<file path="src/rtl/imu_pkg.sv">
package imu_pkg;
  typedef enum logic [2:0] {
    OP_ZADD16 = 3'd0,
    OP_ZADD32 = 3'd1,
    OP_ADD64  = 3'd2,
    OP_SUB64  = 3'd3,
    OP_PADD   = 3'd4,
    OP_ORM    = 3'd5,
    OP_RSV6   = 3'd6,
    OP_RSV7   = 3'd7
  } imu_op_e;
endpackage

</file>
<file path="src/rtl/imu_lane_add.sv">
module imu_lane_add #(
  parameter int DW = 64,
  parameter int LW = 16
) (
  input  logic [DW-1:0] a_i,
  input  logic [DW-1:0] b_i,
  input  logic          sub_i,
  output logic [DW-1:0] sum_o
);
  localparam int NL = DW / LW;

  for (genvar l = 0; l < NL; l++) begin : g_lane
    logic [LW-1:0] b_eff;
    assign b_eff = sub_i ? ~b_i[l*LW +: LW] : b_i[l*LW +: LW];
    // carry confined to the lane
    assign sum_o[l*LW +: LW] = a_i[l*LW +: LW] + b_eff + {{(LW-1){1'b0}}, sub_i};
  end
endmodule

</file>
<file path="src/rtl/imu_merge.sv">
module imu_merge
  import imu_pkg::*;
#(
  parameter int DW = 64,
  parameter int PW = 16,
  parameter int WW = 5
) (
  input  logic          clk_i,
  input  logic          rst_ni,
  input  logic          en_i,
  input  imu_op_e       op_i,
  input  logic [WW-1:0] width_i,
  input  logic [DW-1:0] a_i,
  input  logic [DW/2-1:0] zint_i,
  input  logic [DW/2-1:0] zhi_i,
  input  logic [DW-1:0] pix_sum_i,
  output logic [DW-1:0] merge_o,
  output logic [DW-1:0] or_o
);
  localparam int NP = DW / PW;
  localparam int HW = DW / 2;

  logic [DW-1:0] merge_q, merge_d, pix_next;
  logic [WW-1:0] n_eff;

  assign n_eff = (width_i > WW'(PW)) ? WW'(PW) : width_i;

  for (genvar p = 0; p < NP; p++) begin : g_slot
    logic [PW-1:0] keep_mask;
    assign keep_mask = ~({PW{1'b1}} >> n_eff);
    assign pix_next[p*PW +: PW] = (merge_q[p*PW +: PW] >> n_eff)
                                | (pix_sum_i[p*PW +: PW] & keep_mask);
  end

  always_comb begin
    merge_d = merge_q;
    unique case (op_i)
      OP_ZADD16: merge_d = {zint_i, merge_q[DW-1:HW]};
      OP_ZADD32: merge_d = {zhi_i, merge_q[DW-1:HW]};
      OP_PADD:   merge_d = pix_next;
      OP_ORM:    merge_d = '0;
      default:   merge_d = merge_q;
    endcase
  end

  always_ff @(posedge clk_i or negedge rst_ni) begin
    if (!rst_ni)   merge_q <= '0;
    else if (en_i) merge_q <= merge_d;
  end

  assign merge_o = merge_q;
  assign or_o    = merge_q | a_i;

  AST_ORM_CLEARS: assert property (@(posedge clk_i) disable iff (!rst_ni)
    en_i && op_i == OP_ORM |=> merge_q == '0);
  AST_PLAIN_KEEPS: assert property (@(posedge clk_i) disable iff (!rst_ni)
    en_i && (op_i == OP_ADD64 || op_i == OP_SUB64 || op_i == OP_RSV6 || op_i == OP_RSV7)
    |=> $stable(merge_q));
  AST_ZDEPOSIT_SHIFT: assert property (@(posedge clk_i) disable iff (!rst_ni)
    en_i && (op_i == OP_ZADD16 || op_i == OP_ZADD32)
    |=> merge_q[HW-1:0] == $past(merge_q[DW-1:HW]));
endmodule

</file>
<file path="src/rtl/imu_top.sv">
module imu_top
  import imu_pkg::*;
#(
  parameter int DW = 64,
  parameter int ZW = 32,
  parameter int PW = 16,
  parameter int WW = 5
) (
  input  logic          clk_i,
  input  logic          rst_ni,
  input  logic          cmd_valid_i,
  output logic          cmd_ready_o,
  input  logic [2:0]    cmd_op_i,
  input  logic [WW-1:0] cmd_width_i,
  input  logic [DW-1:0] opa_i,
  input  logic [DW-1:0] opb_i,
  output logic          res_valid_o,
  output logic [DW-1:0] res_o
);
  localparam int NZ = DW / ZW;
  localparam int ZI = ZW / 2;
  localparam int HW = DW / 2;

  imu_op_e       op;
  logic          accept, res_valid_q;
  logic [DW-1:0] z16_sum, wide_sum, pix_sum, or_val, merge_val, res_d, res_q;
  logic [HW-1:0] zint;

  assign op          = imu_op_e'(cmd_op_i);
  assign cmd_ready_o = ~res_valid_q;
  assign accept      = cmd_valid_i & cmd_ready_o;

  imu_lane_add #(.DW(DW), .LW(ZW)) u_zadd (
    .a_i(opa_i), .b_i(opb_i), .sub_i(1'b0), .sum_o(z16_sum));
  imu_lane_add #(.DW(DW), .LW(DW)) u_wide (
    .a_i(opa_i), .b_i(opb_i), .sub_i(op == OP_SUB64), .sum_o(wide_sum));
  imu_lane_add #(.DW(DW), .LW(PW)) u_padd (
    .a_i(opa_i), .b_i(opb_i), .sub_i(1'b0), .sum_o(pix_sum));

  for (genvar k = 0; k < NZ; k++) begin : g_zint
    assign zint[k*ZI +: ZI] = z16_sum[k*ZW + ZI +: ZI];
  end

  imu_merge #(.DW(DW), .PW(PW), .WW(WW)) u_merge (
    .clk_i(clk_i), .rst_ni(rst_ni), .en_i(accept), .op_i(op),
    .width_i(cmd_width_i), .a_i(opa_i), .zint_i(zint),
    .zhi_i(wide_sum[DW-1:HW]), .pix_sum_i(pix_sum),
    .merge_o(merge_val), .or_o(or_val));

  always_comb begin
    unique case (op)
      OP_ZADD16:                   res_d = z16_sum;
      OP_ZADD32, OP_ADD64, OP_SUB64: res_d = wide_sum;
      OP_PADD:                     res_d = pix_sum;
      OP_ORM:                      res_d = or_val;
      default:                     res_d = '0;
    endcase
  end

  always_ff @(posedge clk_i or negedge rst_ni) begin
    if (!rst_ni) begin
      res_valid_q <= 1'b0;
      res_q       <= '0;
    end else begin
      res_valid_q <= accept;
      if (accept) res_q <= res_d;
    end
  end

  assign res_valid_o = res_valid_q;
  assign res_o       = res_q;

  AST_RES_NEXT: assert property (@(posedge clk_i) disable iff (!rst_ni)
    accept |=> res_valid_o);
  AST_RES_PULSE: assert property (@(posedge clk_i) disable iff (!rst_ni)
    res_valid_o |=> !res_valid_o);
  AST_Z16_HIGH_LANE: assert property (@(posedge clk_i) disable iff (!rst_ni)
    accept && op == OP_ZADD16
    |=> res_o[DW-1:HW] == HW'($past(opa_i[DW-1:HW]) + $past(opb_i[DW-1:HW])));
  AST_ORM_RETURNS: assert property (@(posedge clk_i) disable iff (!rst_ni)
    accept && op == OP_ORM |=> res_o == ($past(merge_val) | $past(opa_i)));
endmodule

</file>
<file path="config.mk">
export PLATFORM = sky130hd
export DESIGN_NAME = imu_top
export DESIGN_NICKNAME = d
export VERILOG_FILES = /design/src/rtl/imu_pkg.sv /design/src/rtl/imu_lane_add.sv /design/src/rtl/imu_merge.sv /design/src/rtl/imu_top.sv
export SDC_FILE = /design/constraint.sdc
export NUM_CORES = 1
export LEC_CHECK = 0
export ABC_AREA = 1
export BUFFER_PORTS_ARGS = -buffer_cell sky130_fd_sc_hd__buf_2
export CORE_AREA = 5 5 290 292
export CTS_CLUSTER_DIAMETER = 30
export DETAILED_ROUTE_END_ITERATION = 10
export DIE_AREA = 0 0 295 297
export REMOVE_ABC_BUFFERS = 1
export SLEW_MARGIN = 0
export SYNTH_ARGS = -nofsm -noshare
export SYNTH_HDL_FRONTEND = slang
export SYNTH_SLANG_ARGS = --single-unit
</file>
<file path="constraint.sdc">
create_clock -name clk_i -period 1.8 [get_ports clk_i]
set_input_delay 0.09 -clock clk_i [delete_from_list [all_inputs] [get_ports clk_i]]
set_output_delay 0.09 -clock clk_i [all_outputs]
set_load 0.05 [all_outputs]
</file>
==> summary.txt <==
Outcome
  • Outcome: finished, violations left
  • Failing checks: setup timing

Clock tree
  • Clock buffer depth: 2
  • CTS Sinks: 129
  • Clock transition at path regs: 80 ps
  • H-tree lvl count: 4
  • Root Driver: clkbuf_16
  • Worst skew pair latency: 510 ps
  • Num CTS Buffers: 17
  • CTS tree: done

Drt
  • WL final: 142500 um
  • Remaining antenna violation count: 0
  • Drt via density: 5.312
  • DR iter-0 viols: 3538
  • DRC errors left: 0
  • Vias: 30.80k
  • Drt wl/cell: 24.58 um
  • Drt first pass iters: 6

Critical path
  • Worst Path Arrival: 2950 ps
  • Critical Path Sink Type: flip-flop
  • Crit Path Max Fanout: 8
  • CP bufs+invs: 7
  • Slowest-stage cell, CP: ha_2
  • Delay-heaviest family, CP: buffers and inverters
  • Required @ worst endpoint: 2190 ps
  • Worst reg-to-reg setup slack: -120 ps
  • RR Startpoint: u_merge.merge_o[37]
  • WS Path Type: primary input to flip-flop
  • Most used cell, CP: a21oi_2
  • Critical Path Stages: 20
  • CP cell instances: buf_8 > inv_6 > nand3_4 > buf_6 > buf_12 > clkbuf_16 > xnor2_1 > ha_2 > a21oi_2 > buf_4 > o21bai_1 > a21oi_2 > o21ai_1 > a21oi_2 > nand3_2 > buf_6 > nand3_2 > nand2_2 > nand2_2 > nand2_1
  • CP Launch Point: cmd_op_i[2]
  • CP peak stage delay: 340 ps
  • Critical R2R Capture: u_merge.merge_o[37]
  • CP startpoint kind: primary input
  • End of the critical path: res_o[58]
  • R2R depth: 9

Synthesis
  • Register area share after synthesis: 0.1604
  • Synth Area in XOR/XNOR: 0.04831
  • Top cells by count, synth: nand2_1, nand3_1, inv_1
  • Mean Syn Cell Area: 5.705 um2
  • Yosys top cell by area: nand2_1
  • Most frequent cell after synthesis: nand2_1
  • Post-synth EDFFs: 0
  • Synth warnings: 0
  • Post-Synth Simple-Gate Area: 0.4100
  • Cell Area, Synth: 20120 um2
  • Top-area cell type share of the netlist area: 0.2065
  • Post-synthesis compound-gate area fraction: 0.1940
  • Combinational family with the most area after synthesis: simple AND/OR/NAND/NOR gates
  • #FFs+latches synth: 129
  • Syn Inst Count: 3527
  • Post-synthesis mux area share: 0.002985
  • Synth unique cells: 55
  • Adder-cell share of the synthesized area: 0.08954
  • Async set-reset flop share out of synthesis: 1.000
  • Top post-synthesis cells by area: nand2_1, dfrtp_1, nand3_1
  • Main synth FF type: dfrtp_1

Layout
  • # nets final: 4992
  • Fill count: 8187
  • Layout Utilization: 0.4543
  • Layout cells sized above 1: 0.4726
  • Synthesis-to-layout area growth: 83.57%
  • Design area: 36940 um2
  • Layout Cells excl Fill: 5798

Floorplanning
  • IO Count: 205
  • Initial Util: 0.2474
  • Die Ht: 297 um
  • Die X-Extent: 295 um
  • Core area: 81320 um2
  • Core Rows: 105
  • DIE AREA: 87620 um2

Placement
  • Number of placed instances, taps included: 5626
  • Dpl cell area: 29460 um2
  • PortBufs: 204
  • Dpl hpwl: 114300 um
  • Final Wtd Congestion: 1.073

Power and ir drop
  • P_leak: 18.06 nW
  • Power per standard cell area: 692.1 nW/um2
  • VDD IR max: 850.5 uV

STA
  • RSZ-0062 raised after global routing: yes
  • Worst slew margin: 0.4694
  • Final Hold Viols: 0
  • Setup TNS: -53200 ps
  • PnR worst setup slack: -761.8 ps
  • Period minus WS final: 2562 ps
  • Worst-Margin Slew: 787.5 ps
  • Worst hold slack: 35.86 ps
  • Endpoints failing setup: 103
  • Crit share post-route: 1.423
  • Max-slew violations: 0
  • Fmax: 0.3904 GHz
  • Worst Clk Skew: 19.68 ps

Worst hold path
  • Worst hold path class: primary input to flip-flop
  • Hold Crit Start: opa_i[8]

Global routing
  • Vias in the first global route: 29.17k
  • Largest net degree at the start of global routing: 53
  • Grt total ovfl: 0
  • First-pass GRT wire length: 197400 um
  • Initial antenna violation count: 2
  • GRT Resource Usage Total: 0.3037

Job
  • Max cap viols: 0
[worst min path at each step]
| stage | end | cells after the start |
|---|---|---|
| after floorplan | res_o[0] | 0 |
| after global placement | res_o[55] | 1 |
| after detailed placement | res_o[55] | 1 |
| after CTS | res_o[4] | 5 |
| after global routing | res_o[8] | 5 |
| final | res_o[8] | 5 |
[report_power, final]
| part | internal [W] | switching (W) | leakage (nW) | total, W |
|---|---|---|---|---|
| Clock | 0.00188 | 0.00204 | 0.292 | 0.00392 |
| Combinational | 0.00700 | 0.0102 | 16.2 | 0.0172 |
| Sequential | 0.00350 | 0.000909 | 1.57 | 0.00441 |
[sequential cells by signal (all words and copies together) (netlist names)]
register         count
res_valid_o          1
res_o               64
u_merge.merge_o     64
[timing repair]
item / 4_1_cts / 5_1_grt
resized for setup: 982 / 410
endpoints found under the hold margin: 131 / 0
pin swaps: 332 / 246
gates cloned: 3 / 1
endpoints found under the setup margin: 102 / 122
buffers inserted: 94 / 51
hold buffers: 3 / 0
[final cells by class]
cell class	instances	area (um2)	area share
Antenna cell	3	7.507	0.0002032
Clock buffer	17	425.4	0.01152
Clock inverter	15	175.2	0.004742
Inverter	366	1403	0.03797
Multi-Input combinational cell	2921	20250	0.5482
Sequential cell	129	3228	0.08739
Tap cell	1070	1339	0.03624
Timing Repair Buffer	1277	10110	0.2737
[per-layer routing]
layer | vias up | share of wire | track usage
met4 | 0 | 0.080 | 0.1822
met2 | 1820 | 0.43 | 0.4656
met1 | 14510 | 0.39 | 0.3979
met5 | - | 0 | 0
li1 | 14030 | - | -
met3 | 437 | 0.092 | 0.05316
[cells in the final DEF (no fill, tap or decap), types with 62 or more instances in the layout]
cell / netlist / routed
nand3_2: 4 / 87
buf_4: 2 / 926
inv_1: 355 / 288
nand2_2: 19 / 136
nor2_1: 347 / 202
dfrtp_1: 129 / 129
nor2_4: 4 / 91
o21ai_0: 260 / 167
nor2_2: 4 / 62
inv_2: 9 / 67
nand2_4: 1 / 89
buf_6: 9 / 98
buf_2: 30 / 200
nand3_1: 363 / 242
o21ai_1: 41 / 86
ha_1: 136 / 86
a21oi_1: 244 / 140
nand2_1: 1107 / 897
[metrics by stage]
stage | setup WS [ps] | power (W)
after floorplan | -3618 | 0.01031
after global placement | -1655 | 0.01765
after detailed placement | -1649 | 0.01763
after CTS | -672.4 | 0.02383
after global routing | -799.4 | 0.02654
final | -761.8 | 0.02557
[worst reg2reg max path, stage by stage (launching register included)]
cell	delay (ps)
dfrtp_1	580
nand2_1	160
nand2_1	90
o21ai_2	170
buf_4	150
o21ai_1	60
o21ai_1	340
nand3_1	160
nand2_1	80
nand2_1	40
[cell families after synthesis]
family	after synthesis
DFF	129
and+or+nand+nor	1967
buffers and inverters	477
AOI/OAI and AO/OA	696
muxes	6
adders and majority gates	141
xor gates and xnor gates	111
Note: power is estimated with default switching activity, not from simulation.
